<file path="src/rtl/mul_pkg.sv">
package mul_pkg;
  typedef enum logic [1:0] {
    ST_IDLE = 2'd0,
    ST_RUN  = 2'd1,
    ST_FIX  = 2'd2
  } mul_state_e;
endpackage

</file>
<file path="src/rtl/mul_operand_prep.sv">
// Converts operands to magnitudes when signed mode is selected and
// reports whether the final product must be negated.
module mul_operand_prep #(
  parameter int W = 32
) (
  input  logic [W-1:0] in_a,
  input  logic [W-1:0] in_b,
  input  logic         sgn_mode,
  output logic [W-1:0] mag_a,
  output logic [W-1:0] mag_b,
  output logic         flip_result
);
  logic neg_a;
  logic neg_b;

  assign neg_a = sgn_mode & in_a[W-1];
  assign neg_b = sgn_mode & in_b[W-1];

  // 0x80..0 maps onto itself, which is the correct unsigned magnitude.
  assign mag_a = neg_a ? (~in_a + W'(1)) : in_a;
  assign mag_b = neg_b ? (~in_b + W'(1)) : in_b;
  assign flip_result = neg_a ^ neg_b;
endmodule

</file>
<file path="src/rtl/mul_ctrl.sv">
// Sequencer: one load cycle, W add/shift steps, one sign fix-up step.
module mul_ctrl
  import mul_pkg::*;
#(
  parameter int W = 32
) (
  input  logic clk,
  input  logic rst_n,
  input  logic start,
  output logic load,
  output logic step,
  output logic fix,
  output logic busy,
  output logic done
);
  localparam int CW = (W > 1) ? $clog2(W) : 1;

  mul_state_e      state_q;
  mul_state_e      state_d;
  logic [CW-1:0]   cnt_q;
  logic            last_step;
  logic            done_q;

  assign last_step = (cnt_q == CW'(W - 1));
  assign load = (state_q == ST_IDLE) && start;
  assign step = (state_q == ST_RUN);
  assign fix  = (state_q == ST_FIX);
  assign busy = (state_q != ST_IDLE);
  assign done = done_q;

  always_comb begin
    state_d = state_q;
    unique case (state_q)
      ST_IDLE: if (start)     state_d = ST_RUN;
      ST_RUN:  if (last_step) state_d = ST_FIX;
      ST_FIX:                 state_d = ST_IDLE;
      default:                state_d = ST_IDLE;
    endcase
  end

  always_ff @(posedge clk or negedge rst_n) begin
    if (!rst_n) begin
      state_q <= ST_IDLE;
      cnt_q   <= '0;
      done_q  <= 1'b0;
    end else begin
      state_q <= state_d;
      done_q  <= fix;
      if (load)      cnt_q <= '0;
      else if (step) cnt_q <= cnt_q + CW'(1);
    end
  end
endmodule

</file>
<file path="src/rtl/mul_datapath.sv">
// Fixed multiplicand, W-bit adder, shared 2W-bit product/multiplier register.
module mul_datapath #(
  parameter int W = 32
) (
  input  logic         clk,
  input  logic         rst_n,
  input  logic         load,
  input  logic         step,
  input  logic         fix,
  input  logic [W-1:0] mag_a,
  input  logic [W-1:0] mag_b,
  input  logic         flip_in,
  output logic [W-1:0] prod_hi,
  output logic [W-1:0] prod_lo
);
  localparam int PW = 2 * W;

  logic [W-1:0]  mcand_q;
  logic [PW-1:0] acc_q;
  logic          flip_q;
  logic [W-1:0]  addend;
  logic [W:0]    partial;

  // Add the multiplicand into the upper half only when the current
  // multiplier bit (accumulator LSB) is set; keep the carry as bit W.
  assign addend  = acc_q[0] ? mcand_q : '0;
  assign partial = {1'b0, acc_q[PW-1:W]} + {1'b0, addend};

  always_ff @(posedge clk or negedge rst_n) begin
    if (!rst_n) begin
      mcand_q <= '0;
      acc_q   <= '0;
      flip_q  <= 1'b0;
    end else if (load) begin
      mcand_q <= mag_a;
      acc_q   <= {{W{1'b0}}, mag_b};
      flip_q  <= flip_in;
    end else if (step) begin
      acc_q <= {partial, acc_q[W-1:1]};
    end else if (fix && flip_q) begin
      acc_q <= ~acc_q + PW'(1);
    end
  end

  assign prod_hi = acc_q[PW-1:W];
  assign prod_lo = acc_q[W-1:0];
endmodule

</file>
<file path="src/rtl/shift_add_mul.sv">
module shift_add_mul #(
  parameter int W = 32
) (
  input  logic         clk,
  input  logic         rst_n,
  input  logic         start,
  input  logic [W-1:0] op_a,
  input  logic [W-1:0] op_b,
  input  logic         is_signed,
  output logic         busy,
  output logic         done,
  output logic [W-1:0] hi,
  output logic [W-1:0] lo
);
  logic [W-1:0] mag_a;
  logic [W-1:0] mag_b;
  logic         flip;
  logic         load;
  logic         step;
  logic         fix;

  mul_operand_prep #(.W(W)) u_prep (
    .in_a        (op_a),
    .in_b        (op_b),
    .sgn_mode    (is_signed),
    .mag_a       (mag_a),
    .mag_b       (mag_b),
    .flip_result (flip)
  );

  mul_ctrl #(.W(W)) u_ctrl (
    .clk   (clk),
    .rst_n (rst_n),
    .start (start),
    .load  (load),
    .step  (step),
    .fix   (fix),
    .busy  (busy),
    .done  (done)
  );

  mul_datapath #(.W(W)) u_dp (
    .clk     (clk),
    .rst_n   (rst_n),
    .load    (load),
    .step    (step),
    .fix     (fix),
    .mag_a   (mag_a),
    .mag_b   (mag_b),
    .flip_in (flip),
    .prod_hi (hi),
    .prod_lo (lo)
  );
endmodule

</file>
<file path="config.mk">
export PLATFORM = sky130hd
export DESIGN_NAME = shift_add_mul
export DESIGN_NICKNAME = d
export VERILOG_FILES = /design/src/rtl/mul_pkg.sv /design/src/rtl/mul_operand_prep.sv /design/src/rtl/mul_ctrl.sv /design/src/rtl/mul_datapath.sv /design/src/rtl/shift_add_mul.sv
export SDC_FILE = /design/constraint.sdc
export NUM_CORES = 1
export LEC_CHECK = 0
export ABC_AREA = 1
export BUFFER_PORTS_ARGS = -buffer_cell sky130_fd_sc_hd__buf_2
export CAP_MARGIN = 10
export CORE_MARGIN = 8
export CORE_UTILIZATION = 45
export DETAILED_ROUTE_END_ITERATION = 12
export GPL_TIMING_DRIVEN = 1
export SLEW_MARGIN = 10
export SYNTH_ARGS = -nofsm -noshare
export SYNTH_HDL_FRONTEND = slang
export SYNTH_SLANG_ARGS = --single-unit
</file>
<file path="constraint.sdc">
create_clock -name clk -period 3.7 [get_ports clk]
set_input_delay 0.37 -clock clk [delete_from_list [all_inputs] [get_ports clk]]
set_output_delay 0.37 -clock clk [all_outputs]
set_load 0.05 [all_outputs]
</file>
---- After elaboration in Yosys (flattened, before gate mapping) ----
Index checks and enable logic that the tools add are counted.
word-level totals
  bits in registers ....................... 105
  output and inout bits ................... 66
  logic and storage cells ................. 40
cells by class
  add/subtract/negate cells ............... 5
  equal/unequal tests ..................... 5
  multiplexer cells ....................... 11
  bitwise operators ....................... 6
  reduce and logical (&&, ||, !) cells .... 7
operators by type and width
  operator                                                                 count
  64-bit two-way mux                                                       3
  32-bit two-way mux                                                       3
  32-bit by 1-bit adder with 32-bit output, second input constant          2
  64-bit by 1-bit adder with 64-bit output, second input constant          1
  32-bit NOT                                                               2
  64-bit NOT                                                               1
  32-bit by 32-bit adder with 33-bit output                                1
  5-bit two-way mux                                                        2
  5-bit by 1-bit adder with 5-bit output, second input constant            1
  5-bit == test, second input constant                                     1
  2-bit two-way mux                                                        2
  2-bit case mux with 2 select lines                                       1
  2-bit nonzero test                                                       2
  3-bit nonzero test                                                       1
  1-bit AND                                                                2
  2-bit by 1-bit == test with 1-bit output, second input constant          1
  2-bit == test, second input constant                                     1
  1-bit logical AND                                                        2
  2-bit zero test                                                          1
  2-bit by 1-bit inequality test with 1-bit output, second input constant  1
  2-bit inequality test, second input constant                             1
  2-bit AND reduction                                                      1
  1-bit bitwise XOR                                                        1

---- Longest topological paths before layout ----
  depth after elaboration ................. 5
  mapped depth ............................ 18
  depth with buffers taken out ............ 16

---- Hierarchy ----
From an unflattened synthesis, not the netlist that was laid out.
unflattened totals
  cell total of the unflattened synthesis .. 2128
  area, all modules ....................... 11833.8 sq um
by module, submodules not included
  module            times used  cells an instance  area each (sq um)  seq. area each (sq um)
  mul_datapath      1           1625               9295.2             2427.3
  mul_operand_prep  1           457                2165.8             0.0
  mul_ctrl          1           46                 372.9              200.2

---- Worst setup path after synthesis ----
OpenSTA, ideal clock, no wires.
  kind .................................... reg-to-reg
  from .................................... register u_dp.acc_q[0]
  to ...................................... register u_dp.acc_q[51]
  library setup time ...................... 118 ps
  arrival ................................. 2576 ps
  setup slack ............................. 1005 ps
  stages on the path, launching flop included .. 18
  buffers on the path ..................... 2
  clock period less this slack ............ 2695 ps
  cells stage by stage .................... dfrtp_1 -> buf_6 -> clkbuf_1 -> nand2_1 -> inv_1 -> ha_1 -> inv_1 -> fa_1 -> inv_1 -> nand3_1 -> nand3_1 -> nand3_1 -> nand3_1 -> nand2_1 -> nand3_1 -> nand3_1 -> nand2_1 -> nand2_1
on the way
  cells in the longest elaborated chain, start to end .. 5
  elaborated cells on any way between the ends .. 7
  classes of those cells .................. 2 x add/sub; 4 x mux; 1 x bitwise
RTL lines
  what                                      RTL line            source
  from (decl)                               mul_datapath.sv:19  logic [PW-1:0] acc_q;
  from (signal assigned)                    mul_datapath.sv:36  acc_q <= {{W{1'b0}}, mag_b};
  from (signal assigned)                    mul_datapath.sv:39  acc_q <= {partial, acc_q[W-1:1]};
  from (signal assigned)                    mul_datapath.sv:41  acc_q <= ~acc_q + PW'(1);
  64-bit NOT                                mul_datapath.sv:41
  64-bit by 1-bit adder with 64-bit output  mul_datapath.sv:41
  64-bit two-way mux                        mul_datapath.sv:40  end else if (fix && flip_q) begin
  64-bit two-way mux (*)                    mul_datapath.sv:38  end else if (step) begin
  64-bit two-way mux (*)                    mul_datapath.sv:34  end else if (load) begin
Every way passes the cells marked *; elsewhere a longest branch is shown, timed or not. The select of a mux whose other input is x is not followed.
A chain may end at the register's enable or synchronous reset.

---- Worst setup path in the final report ----
  from .................................... register u_dp.acc_q[0]
  to ...................................... register u_dp.acc_q[59]
The elaborated chain is that of the path after synthesis.

==> impl_metrics.tcl <==
set metrics [dict create \
    whs_ns 0.1174 \
    antenna_found_initial 0 \
    critical_path_class "reg2reg" \
    rsz0062_at_grt "false" \
    numCtsBuffers 9 \
    cp-start-kind "flip-flop" \
    first_iter_violations 1246 \
    start_util_pct 45.57 \
    yosysTopAreaCell "nand2_1" \
    synth_top_area_share_pct 25.26 \
    viasPerCell 5.364 \
    fill_cells 2806 \
    postCtsHoldBufs 0 \
    path_cells "nand2_1 -> inv_1 -> ha_1 -> inv_1 -> fa_1 -> inv_1 -> nand3_1 -> nand3_1 -> nand3_1 -> nand3_1 -> nand2_1 -> nand3_1 -> nand3_1 -> nand2_1 -> nand2_1" \
    fin_util_pct 50.63 \
    post_cts_buffers 0 \
    drc_errors 0 \
    outcome "completed" \
    grt.overflow.total 0 \
    postLayoutCellArea_um2 12710 \
    fp.dieW_um 175.5 \
    yosysWarningCount 0 \
    async_reset_ff_share_pct 100.0 \
    post_drt_wl_per_cell_um 17.84 \
    fin_crit_sh_pct 80.81 \
    grt_pass1_wl_um 70330 \
    htreeDepth 3 \
    clock-sinks 105 \
    leakage_uw 0.006808 \
    synth_cell_types 46 \
    area_delta_synth_final_pct 11.12 \
    totalWireLength_um 44880 \
    root_buffer "clkbuf_16" \
    n_antenna_cell 0 \
    hold_viol 0 \
    cts_tree "built" \
    max-vdd-ir-drop_mv 0.5642 \
    layout-drive-gt1-share_pct 8.600 \
    vias 13500 \
    die_height_um 175.5 \
    crit_path_top_delay_cell "dfrtp_1" \
    synth-main-ff-cell "dfrtp_1" \
    min_path_type "in2async" \
    grt_pass1_vias 12630 \
    core_um2 25110 \
    worstSkewPairLatency_ns 0.36 \
    cp_data_required_time_ns 3.95 \
    placed_cell_area_um2 12400 \
    grtUsageTotal_pct 28.93 \
    dieArea_um2 30780 \
    ys_top_cells_by_area "nand2_1, dfrtp_1, nor2_1" \
    io_buffers 133 \
    tightestPinTransition_ns 0.9711 \
    cpMostUsedCell "nand3_1" \
    powerDensity_nw_per_um2 925.0 \
    crit_path_end_kind "flip-flop" \
    fin_crit_ns 2.990 \
    synth_cells 2074 \
    drv_slew 0 \
    synthesis.area_um2 11440 \
    synth-seq-cells 105 \
    place_congestion 0.9732 \
    postCtsResizedCells 0 \
    yosysSeqAreaShare_pct 22.97 \
    grt_start_max_net_pins 81 \
    skew_ns 0.01132 \
    crit_arrival_ns 3.24 \
    clockBufferDepth 2 \
    pin_count 134 \
    setup_viol 0 \
    syn-num-nets 2180 \
    fin_nets 2287 \
    fp-row-count 58 \
    slowest_delay_ns 0.98 \
    crit_fanout 28 \
    drtAntennaViolNets 0 \
    fmax_mhz 334.4 \
    synth_area_per_cell_um2 5.516 \
    drt_first_pass_iters 6 \
    synth-edff-count 0 \
    totalNegativeSetupSlack_ns 0 \
    max_slew_margin_pct 35.26 \
    dp_hpwl_um 36280 \
    cts.clk_slew.worst_paths_ns 0.08 \
    max_cap_violations 0 \
]
-- layer usage --
| metal | vias to the layer above | track usage [%] | routed length [um] |
|---|---|---|---|
| met5 | - | 0 | 0 |
| met4 | 0 | 9.502 | 1285 |
| met3 | 71 | 4.509 | 3351 |
| met2 | 556 | 44.14 | 19190 |
| met1 | 6152 | 40.96 | 21060 |
| li1 | 6716 | - | - |
-- layout by cell type (no fill, tap or decap), types with 5 or more instances in the layout --
cell and instances:
o21bai_1 14, a31oi_1 10, nor2_2 5, ha_1 37, nor3_1 15, xnor2_1 13
nand3_1 179, clkbuf_16 9, o21ai_0 101, nand2_1 770, nand4_1 23, nor2_1 304
a21oi_1 72, buf_2 132, xor2_1 23, or2_2 7, dfrtp_1 105, o211ai_1 6
buf_4 14, inv_1 282, nand3b_1 12, o22ai_1 6
-- metrics by stage --
stage | total power [uW] | setup slack (ns) | cells
after floorplan | 8149 | 1.005 | 2074
after detailed placement | 10620 | 0.7744 | 2500
after global routing | 12700 | 0.4146 | 2516
after global placement | 10530 | 0.8680 | 2500
after CTS | 11680 | 0.7532 | 2516
final | 11760 | 0.7099 | 2516
-- flip-flops by register name (all words and copies together), names as in the netlist --
signal / cells
u_ctrl.cnt_q: 5
u_dp.acc_q: 64
u_dp.flip_q: 1
u_dp.mcand_q: 32
u_ctrl.done: 1
u_ctrl.state_q: 2
-- Yosys cell counts (15+ instances only) --
library cell and number:
nand4_1 23, a21oi_1 72, clkbuf_1 30, buf_2 16, nor3_1 15, o21ai_0 101, dfrtp_1 105, nor2_1 304
xor2_1 23, nand3_1 179, inv_1 282, ha_1 37, nand2_1 770
-- final cells by class --
type,count,area [um2],area share (%)
Multi-Input combinational cell,1631,7511,59.08
Sequential cell,105,2628,20.67
Inverter,288,1084,8.523
Timing Repair Buffer,146,765.7,6.023
Tap cell,330,412.9,3.248
Clock buffer,10,229.0,1.801
Clock inverter,6,83.83,0.6594
-- power by group --
part           internal, uW  switching, uW  leakage, uW  total [uW]
Combinational          2310           5570      0.00540        7880
Clock                   544            497     0.000152        1040
Sequential             1740           1100      0.00126        2840
Total                  4590           7170      0.00681       11800
-- cells by family (layout without fill, tap and decap cells) --
group	count (synthesis)	after routing	share of synthesized area, %
fa+ha+maj	38	38	4.221
simple gates	1334	1334	47.95
flops	105	105	22.97
compound gates	223	223	10.72
buf+inv	338	450	11.38
xor+xnor	36	36	2.756
-- critical path: cells and delay by family (launching register included) --
| family | cells | cell delay (ns) |
|---|---|---|
| AND/OR/NAND/NOR | 10 | 0.95 |
| adder cells (fa/ha/maj) | 2 | 0.61 |
| flip-flops | 1 | 0.98 |
| buffers and inverters | 3 | 0.32 |
-- final timing paths --
path	from	endpoint	slack, ns	depth (start not counted)
worst min register to register	u_dp.mcand_q[11]	u_dp.mcand_q[11]	0.49	2
worst max register to register	u_dp.acc_q[0]	u_dp.acc_q[59]	0.71	15
max in group asynchronous	rst_n	u_dp.acc_q[50]	2.66	2
min in group clk	op_a[20]	u_dp.mcand_q[20]	0.29	3
worst max-delay path	u_dp.acc_q[0]	u_dp.acc_q[59]	0.71	15
worst min-delay path	rst_n	u_dp.acc_q[30]	0.12	1
No activity file was read; power rests on OpenSTA's default activity.
